===== src/rtl/cal_pkg.sv =====
package cal_pkg;

    localparam int ADDR_W   = 3;
    localparam logic [ADDR_W-1:0] A_SEC  = 3'd0;
    localparam logic [ADDR_W-1:0] A_MIN  = 3'd1;
    localparam logic [ADDR_W-1:0] A_HOUR = 3'd2;
    localparam logic [ADDR_W-1:0] A_WDAY = 3'd3;
    localparam logic [ADDR_W-1:0] A_MDAY = 3'd4;
    localparam logic [ADDR_W-1:0] A_MON  = 3'd5;
    localparam logic [ADDR_W-1:0] A_YEAR = 3'd6;
    localparam logic [ADDR_W-1:0] A_CTRL = 3'd7;

    localparam int HALT_BIT = 7;
    localparam int H12_BIT  = 6;
    localparam int PM_BIT   = 5;

    typedef struct packed {
        logic [7:0] sec;
        logic [7:0] min;
        logic [7:0] hour;
        logic [7:0] wday;
        logic [7:0] mday;
        logic [7:0] mon;
        logic [7:0] year;
    } cal_t;

    localparam cal_t CAL_RESET = '{sec: 8'h00, min: 8'h00, hour: 8'h00,
                                   wday: 8'h01, mday: 8'h01, mon: 8'h01,
                                   year: 8'h00};

    function automatic logic [7:0] bcd_inc(input logic [7:0] v);
        if (v[3:0] >= 4'd9) return {v[7:4] + 4'd1, 4'd0};
        return {v[7:4], v[3:0] + 4'd1};
    endfunction

    function automatic logic year_is_leap(input logic [7:0] y);
        logic [6:0] bin;
        bin = 7'(y[7:4]) * 7'd10 + 7'(y[3:0]);
        return bin[1:0] == 2'b00;
    endfunction

    function automatic logic [7:0] month_last_day(input logic [7:0] m, input logic leap);
        case (m)
            8'h02:                      return leap ? 8'h29 : 8'h28;
            8'h04, 8'h06, 8'h09, 8'h11: return 8'h30;
            default:                    return 8'h31;
        endcase
    endfunction

endpackage


===== src/rtl/cal_prescaler.sv =====
module cal_prescaler #(
    parameter int TICKS_PER_SEC = 50_000_000
) (
    input  logic clk,
    input  logic rst,
    input  logic run,
    input  logic restart,
    output logic tick
);
    localparam int CNT_W = (TICKS_PER_SEC > 1) ? $clog2(TICKS_PER_SEC) : 1;
    localparam logic [CNT_W-1:0] LAST = CNT_W'(TICKS_PER_SEC - 1);

    logic [CNT_W-1:0] cnt;

    assign tick = run && !restart && (cnt == LAST);

    always_ff @(posedge clk) begin
        if (rst || restart)      cnt <= '0;
        else if (run) cnt <= (cnt == LAST) ? '0 : cnt + CNT_W'(1);
    end

    // a restart never produces a tick in the cycle that follows it
    a_r9_no_early_tick: assert property (@(posedge clk) disable iff (rst)
        (restart && TICKS_PER_SEC > 1) |=> !tick);

endmodule


===== src/rtl/cal_time_step.sv =====
module cal_time_step
    import cal_pkg::*;
(
    input  logic [7:0] sec_i,
    input  logic [7:0] min_i,
    input  logic [7:0] hour_i,
    output logic [7:0] sec_o,
    output logic [7:0] min_o,
    output logic [7:0] hour_o,
    output logic       day_carry
);
    logic sec_wrap, min_wrap;
    logic [4:0] h12;

    always_comb begin
        sec_wrap  = (sec_i == 8'h59);
        min_wrap  = (min_i == 8'h59);
        sec_o     = sec_wrap ? 8'h00 : bcd_inc(sec_i);
        min_o     = sec_wrap ? (min_wrap ? 8'h00 : bcd_inc(min_i)) : min_i;
        hour_o    = hour_i;
        day_carry = 1'b0;
        h12       = hour_i[4:0];
        if (sec_wrap && min_wrap) begin
            if (hour_i[H12_BIT]) begin
                if (h12 == 5'h11) begin
                    hour_o[4:0]    = 5'h12;
                    hour_o[PM_BIT] = !hour_i[PM_BIT];
                    day_carry      = hour_i[PM_BIT];
                end else if (h12 == 5'h12) begin
                    hour_o[4:0] = 5'h01;
                end else begin
                    hour_o[4:0] = bcd_inc({3'b000, h12})[4:0];
                end
            end else if (hour_i == 8'h23) begin
                hour_o    = 8'h00;
                day_carry = 1'b1;
            end else begin
                hour_o = bcd_inc(hour_i);
            end
        end
    end

endmodule


===== src/rtl/cal_date_step.sv =====
module cal_date_step
    import cal_pkg::*;
(
    input  logic       day_carry,
    input  logic [7:0] wday_i,
    input  logic [7:0] mday_i,
    input  logic [7:0] mon_i,
    input  logic [7:0] year_i,
    output logic [7:0] wday_o,
    output logic [7:0] mday_o,
    output logic [7:0] mon_o,
    output logic [7:0] year_o
);
    logic month_end, year_end;

    always_comb begin
        month_end = (mday_i == month_last_day(mon_i, year_is_leap(year_i)));
        year_end  = month_end && (mon_i == 8'h12);
        wday_o = wday_i;
        mday_o = mday_i;
        mon_o  = mon_i;
        year_o = year_i;
        if (day_carry) begin
            wday_o = (wday_i == 8'h07) ? 8'h01 : wday_i + 8'h01;
            mday_o = month_end ? 8'h01 : bcd_inc(mday_i);
            if (month_end) mon_o = (mon_i == 8'h12) ? 8'h01 : bcd_inc(mon_i);
            if (year_end)  year_o = (year_i == 8'h99) ? 8'h00 : bcd_inc(year_i);
        end
    end

endmodule


===== src/rtl/bcd_calendar_clock.sv =====
module bcd_calendar_clock
    import cal_pkg::*;
#(
    parameter int TICKS_PER_SEC = 50_000_000
) (
    input  logic              clk,
    input  logic              rst,
    input  logic              wr_en,
    input  logic [ADDR_W-1:0] wr_addr,
    input  logic [7:0]        wr_data,
    input  logic [ADDR_W-1:0] rd_addr,
    output logic [7:0]        rd_data,
    output logic              sec_pulse
);
    cal_t       cal_q, cal_nxt;
    logic [7:0] ctrl_q;
    logic       time_wr, tick, day_carry;

    assign time_wr = wr_en && (wr_addr != A_CTRL);

    cal_prescaler #(.TICKS_PER_SEC(TICKS_PER_SEC)) i_presc (
        .clk(clk), .rst(rst), .run(!ctrl_q[HALT_BIT]),
        .restart(time_wr), .tick(tick));

    cal_time_step i_time (
        .sec_i(cal_q.sec), .min_i(cal_q.min), .hour_i(cal_q.hour),
        .sec_o(cal_nxt.sec), .min_o(cal_nxt.min), .hour_o(cal_nxt.hour),
        .day_carry(day_carry));

    cal_date_step i_date (
        .day_carry(day_carry),
        .wday_i(cal_q.wday), .mday_i(cal_q.mday), .mon_i(cal_q.mon), .year_i(cal_q.year),
        .wday_o(cal_nxt.wday), .mday_o(cal_nxt.mday), .mon_o(cal_nxt.mon), .year_o(cal_nxt.year));

    always_ff @(posedge clk) begin
        if (rst) begin
            cal_q     <= CAL_RESET;
            ctrl_q    <= 8'h00;
            sec_pulse <= 1'b0;
        end else begin
            sec_pulse <= tick;
            if (tick) cal_q <= cal_nxt;
            if (wr_en) begin
                case (wr_addr)
                    A_SEC:   cal_q.sec  <= wr_data;
                    A_MIN:   cal_q.min  <= wr_data;
                    A_HOUR:  cal_q.hour <= wr_data;
                    A_WDAY:  cal_q.wday <= wr_data;
                    A_MDAY:  cal_q.mday <= wr_data;
                    A_MON:   cal_q.mon  <= wr_data;
                    A_YEAR:  cal_q.year <= wr_data;
                    default: ctrl_q     <= wr_data;
                endcase
            end
        end
    end

    always_comb begin
        case (rd_addr)
            A_SEC:   rd_data = cal_q.sec;
            A_MIN:   rd_data = cal_q.min;
            A_HOUR:  rd_data = cal_q.hour;
            A_WDAY:  rd_data = cal_q.wday;
            A_MDAY:  rd_data = cal_q.mday;
            A_MON:   rd_data = cal_q.mon;
            A_YEAR:  rd_data = cal_q.year;
            default: rd_data = ctrl_q;
        endcase
    end

    // a halted clock holds its seconds unless written
    a_r8_halt_holds: assert property (@(posedge clk) disable iff (rst)
        (ctrl_q[HALT_BIT] && !wr_en) |=> $stable(cal_q.sec));
    // no pulse while halted
    a_r8_no_pulse: assert property (@(posedge clk) disable iff (rst)
        ctrl_q[HALT_BIT] |=> !sec_pulse);
    // pulse lasts one cycle
    a_r10_one_cycle: assert property (@(posedge clk) disable iff (rst)
        (sec_pulse && TICKS_PER_SEC > 1) |=> !sec_pulse);
    // a time write suppresses the next pulse
    a_r9_write_wins: assert property (@(posedge clk) disable iff (rst)
        time_wr |=> !sec_pulse);
    // seconds wrap from 59 to 00 on an advance
    a_r3_sec_wrap: assert property (@(posedge clk) disable iff (rst)
        (tick && cal_q.sec == 8'h59) |=> (cal_q.sec == 8'h00));
    // an advance keeps the hour format bit
    a_r5_mode_kept: assert property (@(posedge clk) disable iff (rst)
        (tick && !wr_en) |=> (cal_q.hour[H12_BIT] == $past(cal_q.hour[H12_BIT])));
    // weekday wraps from 7 to 1
    a_r6_wday_wrap: assert property (@(posedge clk) disable iff (rst)
        (tick && day_carry && cal_q.wday == 8'h07) |=> (cal_q.wday == 8'h01));

endmodule


===== config.mk =====
export PLATFORM = sky130hd
export DESIGN_NAME = bcd_calendar_clock
export DESIGN_NICKNAME = d
export VERILOG_FILES = /design/src/rtl/cal_pkg.sv /design/src/rtl/cal_prescaler.sv /design/src/rtl/cal_time_step.sv /design/src/rtl/cal_date_step.sv /design/src/rtl/bcd_calendar_clock.sv
export SDC_FILE = /design/constraint.sdc
export NUM_CORES = 1
export LEC_CHECK = 0
export ABC_AREA = 1
export BUFFER_PORTS_ARGS = -buffer_cell sky130_fd_sc_hd__buf_2
export CORE_MARGIN = 4
export CORE_UTILIZATION = 32
export DETAILED_ROUTE_END_ITERATION = 8
export RECOVER_POWER = 50
export SETUP_SLACK_MARGIN = 0.5
export SYNTH_ARGS = -nofsm -noshare
export SYNTH_HDL_FRONTEND = slang
export SYNTH_HIERARCHICAL = 1
export SYNTH_SLANG_ARGS = --single-unit

===== constraint.sdc =====
create_clock -name clk -period 3.15 [get_ports clk]
set_input_delay 0.315 -clock clk [delete_from_list [all_inputs] [get_ports clk]]
set_output_delay 0.315 -clock clk [all_outputs]
set_load 0.01 [all_outputs]

-- Word-level counts from Yosys, hierarchy flattened
Index checks and enable logic that the tools add are counted.
- register bits: 91
- word-level logic and storage cells: 146
- eq/ne operators: 28
- $mul: 1
- add/sub/neg operators: 16
- reductions and logical operators: 15
- order comparisons: 6
- mux-type cells: 69
- bitwise logic cells: 1
- operators with widths (operator ; number):
    $mux 8 ; 34
    $mux 56 ; 2
    $pmux 8 s7 ; 1
    $add 4x1->4 const B ; 12
    $add 26x1->26 const B ; 1
    $eq 26x26->1 const B ; 1
    $mux 26 ; 1
    $eq 8x3->1 const B ; 3
    $ge 4x4->1 const B ; 6
    $mux 1 ; 24
    $mux 5 ; 4
    $eq 3x3->1 const B ; 6
    $eq 8x5->1 const B ; 2
    $eq 8x7->1 const B ; 2
    $pmux 8 s2 ; 1
    $eq 3x2->1 const B ; 4
    $eq 5x5->1 const B ; 2
    $add 8x1->8 const B ; 1
    $eq 8x2->1 const B ; 1
    $eq 8x4->1 const B ; 1
    $eq 8x6->1 const B ; 1
    $eq 8x8->1 ; 1
    $eq 8x8->1 const B ; 1
    $reduce_or 7->1 ; 1
    other kinds (15) ; 23

-- Longest topological paths before layout
- depth after elaboration: 16
- depth in mapped cells: 20
- mapped depth without buffers: 20

-- By module
The synthesis kept the hierarchy.
- modules (own cells, without submodules) (module ; cells each ; area an instance (um2) ; seq. area each (um2) ; instances):
    bcd_calendar_clock ; 611 ; 3728.6 ; 1301.2 ; 1
    cal_prescaler ; 217 ; 1446.4 ; 520.5 ; 1
    cal_date_step ; 270 ; 1438.9 ; 0.0 ; 1
    cal_time_step ; 181 ; 975.9 ; 0.0 ; 1

-- Least setup slack after synthesis
OpenSTA, ideal clock, no wires.
- path type: flip-flop to flip-flop
- start: register cal_q[48] (netlist bit)
- end: register cal_q[8] (netlist bit)
- cell stages (with the launch flop): 14
- setup slack: 0.703 ns
- arrival: 2.317 ns
- library setup time: 0.130 ns
- clock period less this slack: 2.447 ns
- buffers on the path: 2
- path through: dfxtp_1 ha_1 nand3_2 nor2_8 nand2_4 nor3_1 clkbuf_1 buf_2 nand3_1 nand2_1 inv_1 or2_2 o211ai_1 nand3_1
- RTL lines (element ; RTL line ; text):
    from (decl) ; bcd_calendar_clock.sv:15 ; cal_t cal_q, cal_nxt;
    from (signal assigned) ; bcd_calendar_clock.sv:42 ; if (tick) cal_q <= cal_nxt;

-- Final worst setup path
- start: register i_presc.cnt[0]
- end: register cal_q[6] (netlist bit)
- word-level cells in the longest chain between the ends: 5
- RTL lines (element ; RTL line ; text):
    from (decl) ; cal_prescaler.sv:13 ; logic [CNT_W-1:0] cnt;
    from (signal assigned) ; cal_prescaler.sv:19 ; else if (run) cnt <= (cnt == LAST) ? '0 : cnt + CNT_W'(1);
    $eq 26x26->1 * ; cal_prescaler.sv:15 ; assign tick = run && !restart && (cnt == LAST);
    $logic_and 1x1->1 * ; cal_prescaler.sv:15 ;
    named net tick ; bcd_calendar_clock.sv:17 ; logic time_wr, tick, day_carry;
    $mux 56 * ; bcd_calendar_clock.sv:42 ;
    $mux 8 ; bcd_calendar_clock.sv:44 ; case (wr_addr)
    $mux 56 * ; bcd_calendar_clock.sv:43 ; if (wr_en) begin
The timed path passes the listed nets; every way through them passes the cells marked *.
A chain may end at the register's enable or synchronous reset.

==> results.json <==
{
  "nFillCells": 2647,
  "power_mw": 2.72,
  "layout.nets": 1329,
  "die_area_um2": 26200,
  "hpwl_um": 16000,
  "drc_errors": 0,
  "synth_warnings": 6,
  "worstMarginPinSlew_ns": 1.35,
  "crit_start": "i_presc/cnt[0]",
  "num_vias": 7903,
  "synth_edf_count": 0,
  "cts_tree": "built",
  "setup-violations-final": 0,
  "clock_latency_ns": 0.35,
  "mostFrequentLayoutCell": "nand2_1",
  "synth_nets": 1332,
  "critPathMaxFanout": 64,
  "cts_hold_buf": 0,
  "syn_inst": 1279,
  "power_leakage_nw": 3.87,
  "crit_path_end_kind": "register",
  "grt_pass1_vias": 7411,
  "drt_iter0_drc": 535,
  "crit_arrival_ns": 2.84,
  "gp_congestion": 0.880,
  "relSlewSlack_pct": 10.0,
  "rsz0062_at_grt": "true",
  "ys.flop_type": "dfxtp_1",
  "grt_pass1_wl_um": 38000,
  "grt_usage_pct": 17.5,
  "power.density_nw_per_um2": 328,
  "clk_path_buf_depth": 2,
  "whs_ns": 0.155,
  "cts_buffers": 9,
  "path_clk_slew_ns": 0.07,
  "fmax_mhz": 391,
  "hp-class": "primary input to register",
  "fin_crit_sh_pct": 81.2,
  "cts_root_buf": "clkbuf_16",
  "hold_viol": 0,
  "reg2reg_depth": 12,
  "avgSynthCellArea_um2": 5.93,
  "worstPathRequired_ns": 3.43,
  "ant_nets": 0,
  "worstSetupPathType": "register to register",
  "antenna_found_initial": 0,
  "pin_count": 26,
  "die_y_um": 162,
  "clock_sinks": 91,
  "portBuffers": 25,
  "ys_seq_area_share_pct": 24.0,
  "initial_core_util_pct": 32.4,
  "reg2reg_slack_ns": 0.59,
  "drt-pass1-iter-count": 5,
  "yosys_register_bits": 91,
  "die_width_um": 162,
  "final_cell_mix": "nand2_1, nor2_1, nand3_1, inv_1, dfxtp_1",
  "skew_ns": 0.0142,
  "grt_overflow": 0,
  "drv_slew": 0,
  "coreArea_um2": 23400,
  "reg2reg_from": "i_presc/cnt[0]",
  "cp-endpoint": "cal_q[6]",
  "yosysUniqueCellTypes": 42,
  "grt_max_degree": 65,
  "syn_area_um2": 7590,
  "synthArstFlopShare_pct": 0,
  "status": "finished, final reports clean",
  "wl_per_cell_um": 14.2,
  "vdd_drop_max_mv": 0.196,
  "rows": 56,
  "area_growth_pct": 9.33,
  "cap_violations": 0,
  "cp-start-kind": "register",
  "fin_crit_ns": 2.56,
  "routed_wl_um": 22700,
  "fin_setup_tns_ns": 0,
  "antennaDiodeCount": 0,
  "h-tree-depth": 3,
  "final_util_pct": 35.5,
  "viasPerCell": 4.94,
  "drive_gt1_share_pct": 10.4,
  "rr_endpoint": "cal_q[6]"
}
## per-stage QoR
stage	setup WS (ns)	cells	cell area (um2)
5_1_grt	0.309	1600	8300
6_report	0.594	1600	8300
4_1_cts	0.549	1596	8240
2_1_floorplan	0.703	1279	7590
3_5_place_dp	0.563	1580	7930
3_3_place_gp	0.643	1580	7930
## cell usage after synthesis (6+ instances only)
library cell	number	area (um2)
xor2_1	21	184
nor2_2	10	62.6
nand3_2	7	70.1
buf_2	22	110
xnor2_1	8	70.1
nor3_1	9	45.0
nand2_2	13	81.3
dfxtp_1	91	1820
nor2_4	8	90.1
inv_2	23	86.3
nand2_1	355	1330
inv_1	104	390
buf_4	6	45.0
nor2_1	227	852
a21oi_1	26	130
nand4_1	56	350
nand3_1	121	606
o21ai_0	49	245
o21ai_1	24	120
clkbuf_1	22	82.6
ha_1	36	450
## timing repair
item | CTS | global route
setup endpoints to repair | 0 | 39
gates resized for setup | 0 | 17
setup buffers | 0 | 4
## critical path: stages, from the launching register on
cell	delay (ns)
dfxtp_1	0.39
ha_1	0.17
nand3_1	0.12
inv_1	0.14
nand2_1	0.10
nor2_1	0.12
nand3_1	0.14
nor2_4	0.12
clkbuf_4	0.64
nand2_1	0.19
nand2_1	0.11
o21ai_0	0.08
nor2_1	0.14
## flip-flops by register name (all words and copies together), names as in the netlist
signal       flops
ctrl_q           8
i_presc/cnt     26
sec_pulse        1
cal_q           56
## routing by layer
metal / GRT usage [%] / routed length, um
met1: 22.9 / 10600
met3: 2.46 / 1010
met4: 5.65 / 541
met2: 30.0 / 10600
met5: 0 / 0
## cell families (layout without fill, tap and decap cells)
| kind of cell | count (synthesis) | count (layout) | synth area share [%] |
|---|---|---|---|
| DFF | 91 | 91 | 24.0 |
| AOI/OAI and AO/OA | 112 | 112 | 7.78 |
| xor gates and xnor gates | 29 | 29 | 3.35 |
| adders and majority gates | 36 | 36 | 5.93 |
| muxes | 1 | 1 | 0.132 |
| buffers and inverters | 185 | 187 | 10.3 |
| and+or+nand+nor | 825 | 825 | 48.5 |
## worst min path at each step
stage          slack (ns)  depth (start not counted)              end       startpoint
2_1_floorplan        0.39                          1        sec_pulse              rst
3_3_place_gp         0.46                          2  i_presc/cnt[14]  i_presc/cnt[14]
3_5_place_dp         0.47                          2  i_presc/cnt[14]  i_presc/cnt[14]
4_1_cts              0.15                          2        sec_pulse              rst
5_1_grt              0.15                          2        sec_pulse              rst
6_report             0.16                          2        sec_pulse              rst
## final cells by class
class	count	area (um2)	area share, %
multi-input cells	1003	5020	60.5
flip-flops and latches	91	1830	22.1
inverters	130	493	5.94
well taps	319	399	4.81
clock buffers	11	253	3.05
repair buffers	41	241	2.91
clock inverters	5	60.1	0.724
## power by group
part           switching, mW  internal [mW]  total, mW
sequential            0.0503           1.18       1.23
clock                  0.497          0.662       1.16
combinational          0.229          0.100      0.329
No activity file was read; power rests on OpenSTA's default activity.
